## config.mk

```make
export PLATFORM = sky130hd
export DESIGN_NAME = trapStateCtl
export DESIGN_NICKNAME = d
export VERILOG_FILES = /design/src/rtl/trapPkg.sv /design/src/rtl/trapControl.sv /design/src/rtl/trapDatapath.sv /design/src/rtl/trapStateCtl.sv
export SDC_FILE = /design/constraint.sdc
export NUM_CORES = 1
export LEC_CHECK = 0
export ABC_CLOCK_PERIOD_IN_PS = 1600
export CORE_MARGIN = 1
export CORE_UTILIZATION = 37
export DETAILED_ROUTE_END_ITERATION = 7
export GPL_TIMING_DRIVEN = 0
export HOLD_SLACK_MARGIN = 0.02
export PLACE_DENSITY_LB_ADDON = 0.25
export SYNTH_ARGS = -nofsm -noshare
export SYNTH_HDL_FRONTEND = slang
export SYNTH_SLANG_ARGS = --single-unit
```

## constraint.sdc

```tcl
create_clock -name clk -period 1.6 [get_ports clk]
set_input_delay 0.16 -clock clk [delete_from_list [all_inputs] [get_ports clk]]
set_output_delay 0.16 -clock clk [all_outputs]
set_load 0.005 [all_outputs]
```

## src/rtl/trapPkg.sv

```systemverilog
package trapPkg;
  localparam int CAUSE_W  = 11;
  localparam int C_PARITY = 0;
  localparam int HALT_TOP = 5;   // bits 0..5 stop the clock in zero base
  localparam int TRAP_TOP = 7;   // bits 0..7 trap in non-zero base
  localparam int C_BADIO  = 8;
  localparam int C_RTC    = 9;
  localparam int C_IODONE = 10;

  typedef struct packed {
    logic [CAUSE_W-1:0] causeSet;
    logic               setInt;
    logic               branchSet;
    logic               haltSet;
  } trapCmdT;
endpackage

```

## src/rtl/trapControl.sv

```systemverilog
module trapControl
  import trapPkg::*;
(
  input  logic               instrDone,
  input  logic [CAUSE_W-1:0] evIn,
  input  logic               inControl,
  input  logic               inZeroBase,
  input  logic               intFlag,
  input  logic               branchReq,
  input  logic               clkHalted,
  output trapCmdT            cmd
);
  logic                boundary;
  logic                haltHit;
  logic                ioHit;
  logic [TRAP_TOP:0]   nzHits;

  always_comb begin
    boundary = instrDone && !clkHalted && !branchReq;
    haltHit  = boundary && inZeroBase && (|evIn[HALT_TOP:C_PARITY]);
    nzHits   = (boundary && !inZeroBase) ? evIn[TRAP_TOP:C_PARITY] : '0;
    ioHit    = boundary && inZeroBase && !haltHit && evIn[C_BADIO];

    cmd = '0;
    cmd.causeSet[TRAP_TOP:C_PARITY] = nzHits;
    cmd.causeSet[C_BADIO]  = ioHit;
    cmd.causeSet[C_RTC]    = evIn[C_RTC];
    cmd.causeSet[C_IODONE] = evIn[C_IODONE];
    cmd.setInt    = ioHit || evIn[C_RTC] || evIn[C_IODONE];
    cmd.haltSet   = haltHit;
    cmd.branchSet = (|nzHits) ||
                    (boundary && !inControl && !haltHit && (intFlag || cmd.setInt));
  end
endmodule

```

## src/rtl/trapDatapath.sv

```systemverilog
module trapDatapath
  import trapPkg::*;
(
  input  logic               clk,
  input  logic               rstN,
  input  trapCmdT            cmd,
  input  logic               branchAck,
  input  logic               descClear,
  input  logic               restart,
  input  logic               stateLoad,
  input  logic               loadControl,
  input  logic               loadZeroBase,
  output logic               intFlag,
  output logic               branchReq,
  output logic               descStore,
  output logic [CAUSE_W-1:0] descCause,
  output logic               privOk,
  output logic               clkHalted,
  output logic               inControl,
  output logic               inZeroBase
);
  logic takeBranch;
  assign takeBranch = branchReq && branchAck;

  always_ff @(posedge clk) begin
    if (!rstN) begin
      intFlag    <= 1'b0;
      branchReq  <= 1'b0;
      descStore  <= 1'b0;
      descCause  <= '0;
      clkHalted  <= 1'b0;
      inControl  <= 1'b1;
      inZeroBase <= 1'b1;
    end else begin
      descCause <= (descClear ? '0 : descCause) | cmd.causeSet;
      intFlag   <= (intFlag && !descClear && !takeBranch) || cmd.setInt;
      descStore <= |cmd.causeSet;
      branchReq <= cmd.branchSet || (branchReq && !branchAck);
      clkHalted <= cmd.haltSet || (clkHalted && !restart);
      if (takeBranch) begin
        inControl  <= 1'b1;
        inZeroBase <= 1'b1;
      end else if (stateLoad) begin
        inControl  <= loadControl;
        inZeroBase <= loadZeroBase;
      end
    end
  end

  assign privOk = inZeroBase;

  assert_hold_branch_R12: assert property (@(posedge clk) disable iff (!rstN)
    branchReq && !branchAck |=> branchReq);
  assert_ack_mode_R10: assert property (@(posedge clk) disable iff (!rstN)
    branchReq && branchAck |=> inControl && inZeroBase && !branchReq);
  assert_halt_latch_R4: assert property (@(posedge clk) disable iff (!rstN)
    clkHalted && !restart |=> clkHalted);
  assert_int_has_desc_R7: assert property (@(posedge clk) disable iff (!rstN)
    $rose(intFlag) |-> descStore);
  assert_desc_nonzero_R3: assert property (@(posedge clk) disable iff (!rstN)
    descStore |-> descCause != '0);
endmodule

```

## src/rtl/trapStateCtl.sv

```systemverilog
module trapStateCtl
  import trapPkg::*;
(
  input  logic               clk,
  input  logic               rstN,
  input  logic               instrDone,
  input  logic               faultParity,
  input  logic               faultAddr,
  input  logic               faultTime,
  input  logic               badOpcode,
  input  logic               absentOption,
  input  logic               badHalt,
  input  logic               badCommAddr,
  input  logic               privAttempt,
  input  logic               badIoOp,
  input  logic               rtcTick,
  input  logic               ioComplete,
  input  logic               branchAck,
  input  logic               descClear,
  input  logic               restart,
  input  logic               stateLoad,
  input  logic               loadControl,
  input  logic               loadZeroBase,
  output logic               intFlag,
  output logic               branchReq,
  output logic               descStore,
  output logic [CAUSE_W-1:0] descCause,
  output logic               privOk,
  output logic               clkHalted,
  output logic               inControl,
  output logic               inZeroBase
);
  logic [CAUSE_W-1:0] evIn;
  trapCmdT            cmd;

  assign evIn = {ioComplete, rtcTick, badIoOp, privAttempt, badCommAddr,
                 badHalt, absentOption, badOpcode, faultTime, faultAddr, faultParity};

  trapControl uCtl (
    .instrDone(instrDone), .evIn(evIn), .inControl(inControl),
    .inZeroBase(inZeroBase), .intFlag(intFlag), .branchReq(branchReq),
    .clkHalted(clkHalted), .cmd(cmd)
  );

  trapDatapath uDp (
    .clk(clk), .rstN(rstN), .cmd(cmd), .branchAck(branchAck),
    .descClear(descClear), .restart(restart), .stateLoad(stateLoad),
    .loadControl(loadControl), .loadZeroBase(loadZeroBase),
    .intFlag(intFlag), .branchReq(branchReq), .descStore(descStore),
    .descCause(descCause), .privOk(privOk), .clkHalted(clkHalted),
    .inControl(inControl), .inZeroBase(inZeroBase)
  );
endmodule

```

* Yosys cells after proc, flatten, opt, wreduce, memory -nomap -nowiden
Index checks and enable logic that the tools add are counted. Widths: inputs -> output; s select.
Operators by class: muxes and demuxes 2, reductions and logical operators 35, bitwise gates (word level) 2
Operators with widths (count):
- $logic_and 1x1->1 | 15
- $mux 11 | 1
- $or 11x11->11 | 1
- $reduce_or 11->1 | 1
- $logic_not 1->1 | 9
- $mux 8 | 1
- $reduce_or 8->1 | 1
- $logic_or 1x1->1 | 7
- $reduce_or 6->1 | 1
- $reduce_or 2->1 | 1
- $not 1->1 | 1
Storage, ports and cells: logic and storage cells 46, output and inout bits 18, input bits 20, flip-flop bits (word level) 17

* Logic depth before layout (Yosys ltp)
Gate-level depths: netlist of run 1.
depth in word-level cells 14, gate-level depth with buffers 4, mapped depth without buffers 3

* Hierarchy
Synthesis of run 1 repeated with hierarchy kept, for this count alone.
Second synthesis, totals: cell total of the unflattened synthesis 89, area total of the unflattened synthesis 774.5 um^2
By module, submodules not included:
- trapDatapath | cells each 61, area an instance 573.0 um^2, times used 1, seq. area each 340.3 um^2
- trapControl | cells each 28, area an instance 201.4 um^2, times used 1, seq. area each 0.0 um^2

* Least setup slack after synthesis of run 1
Ideal clock, no wire load.
path type register to register, from register uDp.inZeroBase, to register uDp.branchReq, slack 0.364 ns, arrival time 1.162 ns, path buffers 0, data required time 1.527 ns, clock period less this slack 1.236 ns, stages on the path, launching flop included 4, cell sequence dfxtp_1 a2111oi_0 or4b_1 o211ai_2
Between the ends: cells in the longest elaborated chain, start to end 11
RTL lines:
- start, declared | RTL line trapDatapath.sv:20 | output logic inZeroBase
- start signal, assigned | RTL line trapDatapath.sv:45 | inZeroBase <= loadZeroBase;
- $logic_and 1x1->1 | RTL line trapControl.sv:20, trapControl.sv:22
- $logic_and 1x1->1 | RTL line trapControl.sv:20 | haltHit = boundary && inZeroBase && (|evIn[HALT_TOP:C_PARITY]);
- $logic_not 1->1 | RTL line trapControl.sv:22, trapControl.sv:32
- $logic_and 1x1->1 (2 in a row) | RTL line trapControl.sv:22 | ioHit = boundary && inZeroBase && !haltHit && evIn[C_BADIO];
- $logic_or 1x1->1 (2 in a row) | RTL line trapControl.sv:29 | cmd.setInt = ioHit || evIn[C_RTC] || evIn[C_IODONE];
- $logic_or 1x1->1 | RTL line trapControl.sv:32 | (boundary && !inControl && !haltHit && (intFlag || cmd.setInt));
- $logic_and 1x1->1 | RTL line trapControl.sv:32
- $logic_or 1x1->1 (*) | RTL line trapControl.sv:31 | cmd.branchSet = (|nzHits) ||
- $logic_or 1x1->1 (*) | RTL line trapDatapath.sv:38 | branchReq <= cmd.branchSet || (branchReq && !branchAck);
- end signal, assigned | RTL line trapDatapath.sv:38
- end, declared | RTL line trapDatapath.sv:14 | output logic branchReq,
Mark *: on every way between the ends. The rest lies on a longest branch, timed or not. A chain may end at the register's enable or synchronous reset.

* Final worst setup path of run 1
from register uDp.branchReq, to output port branchReq
RTL lines:
- end, declared | RTL line trapStateCtl.sv:25 | output logic branchReq,
No word-level cell between the ends.

==> results of run 1 <==
==> sequential cells by signal (all words and copies together), names as in the netlist <==
signal,cells
uDp.branchReq,1
uDp.clkHalted,1
uDp.descCause,11
uDp.descStore,1
uDp.inControl,1
uDp.inZeroBase,1
uDp.intFlag,1
==> report_power, final <==
| part | leakage (nW) | switching (W) | internal, W |
|---|---|---|---|
| combinational | 0.252 | 0.0000546 | 0.0000976 |
| sequential | 0.139 | 0.0000158 | 0.000441 |
| clock | 0.0177 | 0.000135 | 0.0000931 |
==> through the flow <==
stage               hold WS, ns  instance area, µm²  std cells  worst slack [ns]
global route              0.105                1120        136            0.0633
finish                    0.108                1120        136             0.123
floorplan                 0.277                 696         71             0.364
detailed placement        0.405                1090        132          -0.00279
CTS                       0.102                1110        136          0.000350
global placement          0.405                1090        132          -0.00519
==> cells in the mapped netlist (all sizes together) <==
cell type	instances	area [µm²]
a2111oi	1	8.76
nor2	12	45.0
a21oi	4	20.0
a311oi	1	8.76
mux2i	2	20.0
nand4	1	6.26
nand3b	1	7.51
nand3	2	10.0
clkbuf	2	7.51
a31o	1	8.76
and2	1	6.26
or4b	1	10.0
a22oi	8	60.1
o21ai	1	5.00
nor4	1	6.26
nand2	3	11.3
nor3b	1	12.5
dfxtp	17	340
o211ai	3	32.5
buf	2	15.0
a21boi	1	7.51
inv	2	7.50
or4	2	15.0
nor4b	1	23.8
==> final cells by class <==
cell class | instances | area share [%]
timing repair buffer | 36 | 32.3
inverter | 2 | 0.673
buffer | 4 | 2.02
sequential | 17 | 30.6
multi-input combinational | 48 | 29.1
tap | 25 | 2.80
clock inverter | 1 | 0.448
clock buffer | 3 | 2.02
==> layer usage <==
layer	track usage, %	wire, µm
met5	0	0
met4	10.9	34
met3	3.60	79
met2	30.1	855
met1	24.4	750
==> cells by family after synthesis <==
kind of cell           synth area share, %
AND/OR/NAND/NOR                       22.1
AO/OA/AOI/OAI                         21.8
flip-flops                            48.9
buffers and inverters                 4.32
multiplexers                          2.88
==> timing repair <==
action	CTS	global route
endpoints found under the setup margin	0	1
gates resized for setup	0	1
buffers inserted	0	0
==> final timing paths <==
path / endpoint / slack (ns)
max reg2reg: uDp.branchReq / 0.26
min: uDp.inZeroBase / 0.11
max: branchReq / 0.12
min reg2reg: uDp.descCause[8] / 0.48
==> results.json, run 1 <==
{
  "status": "completed",
  "crit_start": "uDp.branchReq",
  "fin_crit_ns": 1.48,
  "crit_required_ns": 1.44,
  "path_buf_inv": 1,
  "hold_depth": 2,
  "power.density_nw_per_um2": 750,
  "multiInputGateArea_um2": 325,
  "drt-total-wl_mm": 1.72,
  "area_delta_synth_final_pct": 60.4,
  "place.gp.congestion": 0.722,
  "regToRegStartpoint": "uDp.branchReq",
  "grt_max_degree": 11,
  "vdd_drop_max_uv": 581,
  "finClkSkew_ns": 0.00800,
  "cp.depth": 1,
  "synthDistinctLibCells": 26,
  "max-cap-violations": 0,
  "relSlewSlack_pct": 63.2,
  "core_area_um2": 1750,
  "grt_use_total_pct": 19.2,
  "slowest_stage": "clkdlybuf4s50_1",
  "firstDrtPassIters": 4,
  "dp_hpwl_mm": 1.33,
  "initial_core_util_pct": 39.9,
  "path_clk_slew_ns": 0.10,
  "synth_nets": 91,
  "first_iter_violations": 5,
  "clock_latency_ns": 0.29,
  "numClockSinks": 17,
  "avgSynthCellArea_um2": 9.80,
  "cts_root_buffer": "clkbuf_4",
  "cts-htree-levels": 1,
  "num-fill-cells": 166,
  "p_leak_nw": 0.408,
  "slowest_delay_ns": 0.55,
  "routedWlPerCell_um": 12.6,
  "cp_max_fo": 5,
  "ys_warn_count": 0,
  "endpoint_kind": "primary output",
  "syn_inst": 71,
  "hold_viol": 0,
  "finalCritPeriodShare_pct": 92.3,
  "ys_ff_latch": 17,
  "die_w_um": 45.4,
  "portBuffers": 36,
  "die_area_um2": 2060,
  "arrival_ns": 1.32,
  "layout_common_cells": "clkdlybuf4s50_1, dfxtp_1, nor2_1",
  "drc": 0,
  "antenna_found_initial": 0,
  "path_delay_family": "buffers and inverters",
  "final_util_pct": 63.9,
  "worstPathCellList": "clkdlybuf4s50_1",
  "fin_nets": 132,
  "r2r_cells": 3,
  "synth_seq_area_share_pct": 48.9,
  "grt_pass1_wl_mm": 2.77,
  "vias": 678,
  "rsz0062_at_grt": "false",
  "tightest_slew_ns": 0.549,
  "hold_class": "in2reg",
  "viasPerCell": 4.99,
  "drive_above_1_share_pct": 11.7,
  "cts_hold_buf": 0,
  "grt_pass1_vias": 651,
  "path_class": "reg2out",
  "diodes": 0,
  "fmax_ghz": 0.677,
  "p_total_w": 0.000837,
  "placementRows": 15,
  "critPathLaunchType": "flip-flop",
  "clockBufferDepth": 2,
  "numCtsBuffers": 3,
  "gr-total-overflow": 0,
  "final_common_cell": "clkdlybuf4s50_1",
  "setup_viol": 0,
  "drt.antenna.violating_nets": 0,
  "fp.dieH_um": 45.4,
  "tns_ns": 0,
  "cts_tree": "yes",
  "synthesis.area_um2": 696,
  "min-delay-start": "rstN",
  "seq_area_um2": 342,
  "final_max_slew_viol_count": 0,
  "ios": 38
}
(Power assumes the default switching activity.)
==> run 2: changes to the inputs <==
==> constraint.sdc (replaced) <==
create_clock -name clk -period 1.6 [get_ports clk]
set_input_delay 0.32 -clock clk [delete_from_list [all_inputs] [get_ports clk]]
set_output_delay 0.32 -clock clk [all_outputs]
set_load 0.005 [all_outputs]
==> run 2 against run 1 <==
Sequential cell count stayed put. Register-to-register slack improved by 0.03 ns. Total power grew 0.17%. Wire length is 0.52% higher. Clock skew shrank 0.0031 ns. Sequential share of layout area rose by 0.38 points. Global-route usage down 0.083 points. Combinational power is essentially flat. Via count is 0.44% higher. Cell count is the same. Count of clock-buffer cells in the layout did not move.
==> results.json, run 2 (synthesized netlist as in run 1, its figures left out) <==
{
  "layout_common_cells": "clkdlybuf4s50_1, dfxtp_1, nor2_1",
  "final_common_cell": "clkdlybuf4s50_1",
  "relSlewSlack_pct": 63.2,
  "final_max_slew_viol_count": 0,
  "fin_hold_ws_ns": 0.266,
  "portBuffers": 36,
  "fp.dieH_um": 45.4,
  "design_area_um2": 1120,
  "power.density_nw_per_um2": 750,
  "firstDrtPassIters": 4,
  "first_iter_violations": 8,
  "clockBufferDepth": 2,
  "grt_max_degree": 11,
  "drc": 0,
  "place.gp.congestion": 0.722,
  "status": "completed",
  "max-cap-violations": 0,
  "dp_hpwl_mm": 1.33,
  "placementRows": 15,
  "seq_area_um2": 347,
  "largest_register_ffs": 11,
  "drt-total-wl_mm": 1.73,
  "fin_crit_ns": 1.54,
  "numClockSinks": 17,
  "p_leak_nw": 0.410,
  "endpoint_kind": "primary output",
  "multiInputGateArea_um2": 325,
  "rsz0062_at_grt": "false",
  "setup_viol": 0,
  "grt_use_total_pct": 19.1,
  "worstPathCellList": "clkdlybuf4s50_1",
  "hold_class": "in2reg",
  "die_area_um2": 2060,
  "finClkSkew_ns": 0.00492,
  "die_w_um": 45.4,
  "tightest_slew_ns": 0.549,
  "crit_required_ns": 1.28,
  "path_buf_inv": 1,
  "grt_pass1_vias": 647,
  "fin_nets": 132,
  "arrival_ns": 1.22,
  "area_delta_synth_final_pct": 60.8,
  "antenna_found_initial": 0,
  "path_class": "reg2out",
  "cts_tree": "yes",
  "core_area_um2": 1750,
  "gr-total-overflow": 0,
  "num-fill-cells": 165,
  "finalCritPeriodShare_pct": 96.4,
  "placed_area_um2": 1090,
  "viasPerCell": 5.01,
  "initial_core_util_pct": 39.9,
  "critPathLaunchType": "flip-flop",
  "hold_viol": 0,
  "path_delay_family": "buffers and inverters",
  "clock_latency_ns": 0.29,
  "path_clk_slew_ns": 0.10,
  "dp_cells": 132,
  "fmax_ghz": 0.649,
  "cts_hold_buf": 0,
  "slowest_delay_ns": 0.52,
  "diodes": 0,
  "grt_pass1_wl_mm": 2.75,
  "vdd_drop_max_uv": 587,
  "cts_root_buffer": "clkbuf_4",
  "drt.antenna.violating_nets": 0,
  "cp_max_fo": 5,
  "numCtsBuffers": 3,
  "vias": 681,
  "top_register": "uDp.descCause",
  "ios": 38,
  "cts-htree-levels": 1,
  "routedWlPerCell_um": 12.7,
  "fin_cells": 136,
  "drive_above_1_share_pct": 14.4,
  "slowest_stage": "clkdlybuf4s50_1"
}
==> run 2: per-stage QoR <==
step / utilization (%) / TNS, ns / worst slack, ns / power [W]
CTS: 64.0 / 0 / 0.00931 / 0.000845
floorplan: - / 0 / 0.334 / 0.000518
global placement: 62.3 / -0.460 / -0.165 / 0.000616
global route: 64.1 / 0 / 0.0182 / 0.000877
detailed placement: 62.3 / -0.456 / -0.163 / 0.000619
finish: 64.1 / 0 / 0.0580 / 0.000839
==> run 2: routing by layer <==
metal / routed length, µm / GRT usage [%] / up-vias / part of all wire (%)
li1: - / - / 345 / -
met1: 760 / 24.2 / 310 / 44
met2: 845 / 30.1 / 21 / 49
met3: 81 / 3.60 / 5 / 4.7
met4: 41 / 10.9 / 0 / 2.4
met5: 0 / 0 / - / 0
==> run 2: final cells by class <==
cell class / count / area share, %
tap: 25 / 2.80
buffer: 4 / 2.01
inverter: 2 / 0.671
sequential: 17 / 31.0
clock buffer: 3 / 2.01
multi-input combinational: 48 / 29.1
clock inverter: 1 / 0.447
timing repair buffer: 36 / 32.0
==> run 2: worst paths after layout <==
kind,from,to,slack [ns],cells after the start
setup / recovery,uDp.branchReq,branchReq,0.06,1
hold / removal,rstN,uDp.inZeroBase,0.27,2
setup reg to reg,uDp.branchReq,uDp.branchReq,0.29,3
hold reg to reg,uDp.descCause[8],uDp.descCause[8],0.48,2
==> run 2: power by group <==
group | internal [W] | leakage, nW | switching [W]
clock network | 0.0000931 | 0.0177 | 0.000137
registers | 0.000441 | 0.140 | 0.0000158
logic | 0.0000970 | 0.252 | 0.0000546
total | 0.000631 | 0.410 | 0.000208
==> run 2: timing repair <==
item                                    4_1_cts  5_1_grt
setup buffers                                 0        0
endpoints found under the setup margin        3        1
resized for setup                             4        1
==> run 3: changes to the inputs <==
==> constraint.sdc (replaced) <==
create_clock -name clk -period 1.6 [get_ports clk]
set_input_delay 0.32 -clock clk [delete_from_list [all_inputs] [get_ports clk]]
set_output_delay 0.32 -clock clk [all_outputs]
set_load 0.01 [all_outputs]
==> run 3 against run 2 <==
Global-route usage did not move. Cell count did not move. Largest cell class unchanged. Design area increased by 0.22%. Wire length grew 0.81%. Hold slack got worse by 0.0067 ns. Sequential cell count unchanged. Critical path depth unchanged. Combinational power increased by 5%. First-iteration DRC count decreased by 50%. Utilization rose by 0.14 points. Fmax fell by 1.2%. Count of clock-buffer cells in the layout did not move.
==> results.json, run 3 (synthesized netlist as in run 1, its figures left out) <==
{
  "finClkSkew_ns": 0.00402,
  "numCtsBuffers": 3,
  "worstPathCellList": "clkdlybuf4s50_1",
  "core_area_um2": 1750,
  "largest_register_ffs": 11,
  "finalCritPeriodShare_pct": 97.5,
  "cts_root_buffer": "clkbuf_4",
  "area_delta_synth_final_pct": 61.2,
  "grt_use_total_pct": 19.1,
  "grt_pass1_wl_mm": 2.75,
  "placementRows": 15,
  "slowest_stage": "clkdlybuf4s50_1",
  "viasPerCell": 5.02,
  "fin_ws_ns": 0.0400,
  "fp.dieH_um": 45.4,
  "slowest_delay_ns": 0.54,
  "hold_class": "in2reg",
  "place.gp.congestion": 0.722,
  "vias": 683,
  "die_area_um2": 2060,
  "crit_required_ns": 1.28,
  "post_cts_buffers": 0,
  "path_delay_family": "buffers and inverters",
  "gr-total-overflow": 0,
  "pre_cts_slack_ns": -0.163,
  "num-fill-cells": 164,
  "ios": 38,
  "drt.antenna.violating_nets": 0,
  "antenna_found_initial": 0,
  "drt-total-wl_mm": 1.74,
  "initial_core_util_pct": 39.9,
  "numClockSinks": 17,
  "p_leak_nw": 0.410,
  "top_register": "uDp.descCause",
  "power.density_nw_per_um2": 758,
  "cts_tree": "yes",
  "path_buf_inv": 1,
  "fin_cells": 136,
  "first_iter_violations": 4,
  "hold_viol": 0,
  "placed_area_um2": 1090,
  "routedWlPerCell_um": 12.8,
  "fin_nets": 132,
  "arrival_ns": 1.24,
  "diodes": 0,
  "drive_above_1_share_pct": 14.4,
  "relSlewSlack_pct": 64.1,
  "tns_ns": 0,
  "die_w_um": 45.4,
  "firstDrtPassIters": 4,
  "path_clk_slew_ns": 0.10,
  "dp_hpwl_mm": 1.33,
  "fmax_ghz": 0.641,
  "cp_max_fo": 7,
  "critPathLaunchType": "flip-flop",
  "status": "completed",
  "portBuffers": 36,
  "path_class": "reg2out",
  "cts-htree-levels": 1,
  "layout_common_cells": "clkdlybuf4s50_1, dfxtp_1, nor2_1",
  "vdd_drop_max_uv": 592,
  "endpoint_kind": "primary output",
  "final_common_cell": "clkdlybuf4s50_1",
  "max-cap-violations": 0,
  "tightest_slew_ns": 0.537,
  "rsz0062_at_grt": "false",
  "design_area_um2": 1120,
  "cts_hold_buf": 0,
  "setup_viol": 0,
  "drc": 0,
  "clock_latency_ns": 0.30,
  "fin_crit_ns": 1.56,
  "clockBufferDepth": 2,
  "grt_max_degree": 11,
  "grt_pass1_vias": 647,
  "final_max_slew_viol_count": 0,
  "dp_cells": 132
}
-- run 3: final timing paths --
path / startpoint / to / depth (start not counted) / slack (ns)
setup / recovery: uDp.inZeroBase / inZeroBase / 1 / 0.04
hold / removal: rstN / uDp.inZeroBase / 2 / 0.26
setup reg to reg: uDp.branchReq / uDp.branchReq / 3 / 0.28
hold reg to reg: uDp.descCause[8] / uDp.descCause[8] / 2 / 0.48
-- run 3: per-stage QoR --
step / util (%) / hold slack, ns / power, W
after floorplan: - / 0.437 / 0.000526
after global placement: 62.3 / 0.461 / 0.000624
after detailed placement: 62.3 / 0.457 / 0.000627
after CTS: 64.1 / 0.261 / 0.000853
after global routing: 64.2 / 0.265 / 0.000884
final: 64.2 / 0.259 / 0.000850
-- run 3: final cells by class --
class	instances	area, µm²	share of cell area [%]
multi-input combinational	48	325	29.0
tap	25	31.3	2.79
clock buffer	3	22.5	2.01
clock inverter	1	5.00	0.446
inverter	2	7.51	0.670
buffer	4	22.5	2.01
timing repair buffer	36	358	31.9
sequential	17	349	31.1
-- run 3: power by group --
part | internal [W] | switching [W]
clock | 0.0000933 | 0.000141
sequential | 0.000440 | 0.0000160
combinational | 0.0000975 | 0.0000617
total | 0.000631 | 0.000219
-- run 3: repair_timing --
action                     CTS  global route
resized for setup            5             1
pin swaps                    0             0
setup endpoints to repair    4             1
-- run 3: metal layers --
metal	track usage [%]	up-vias	share of wire [%]
met2	30.1	22	49
met3	3.60	5	5.7
li1	-	348	-
met1	24.2	308	43
met4	10.9	0	2.0
met5	0	-	0
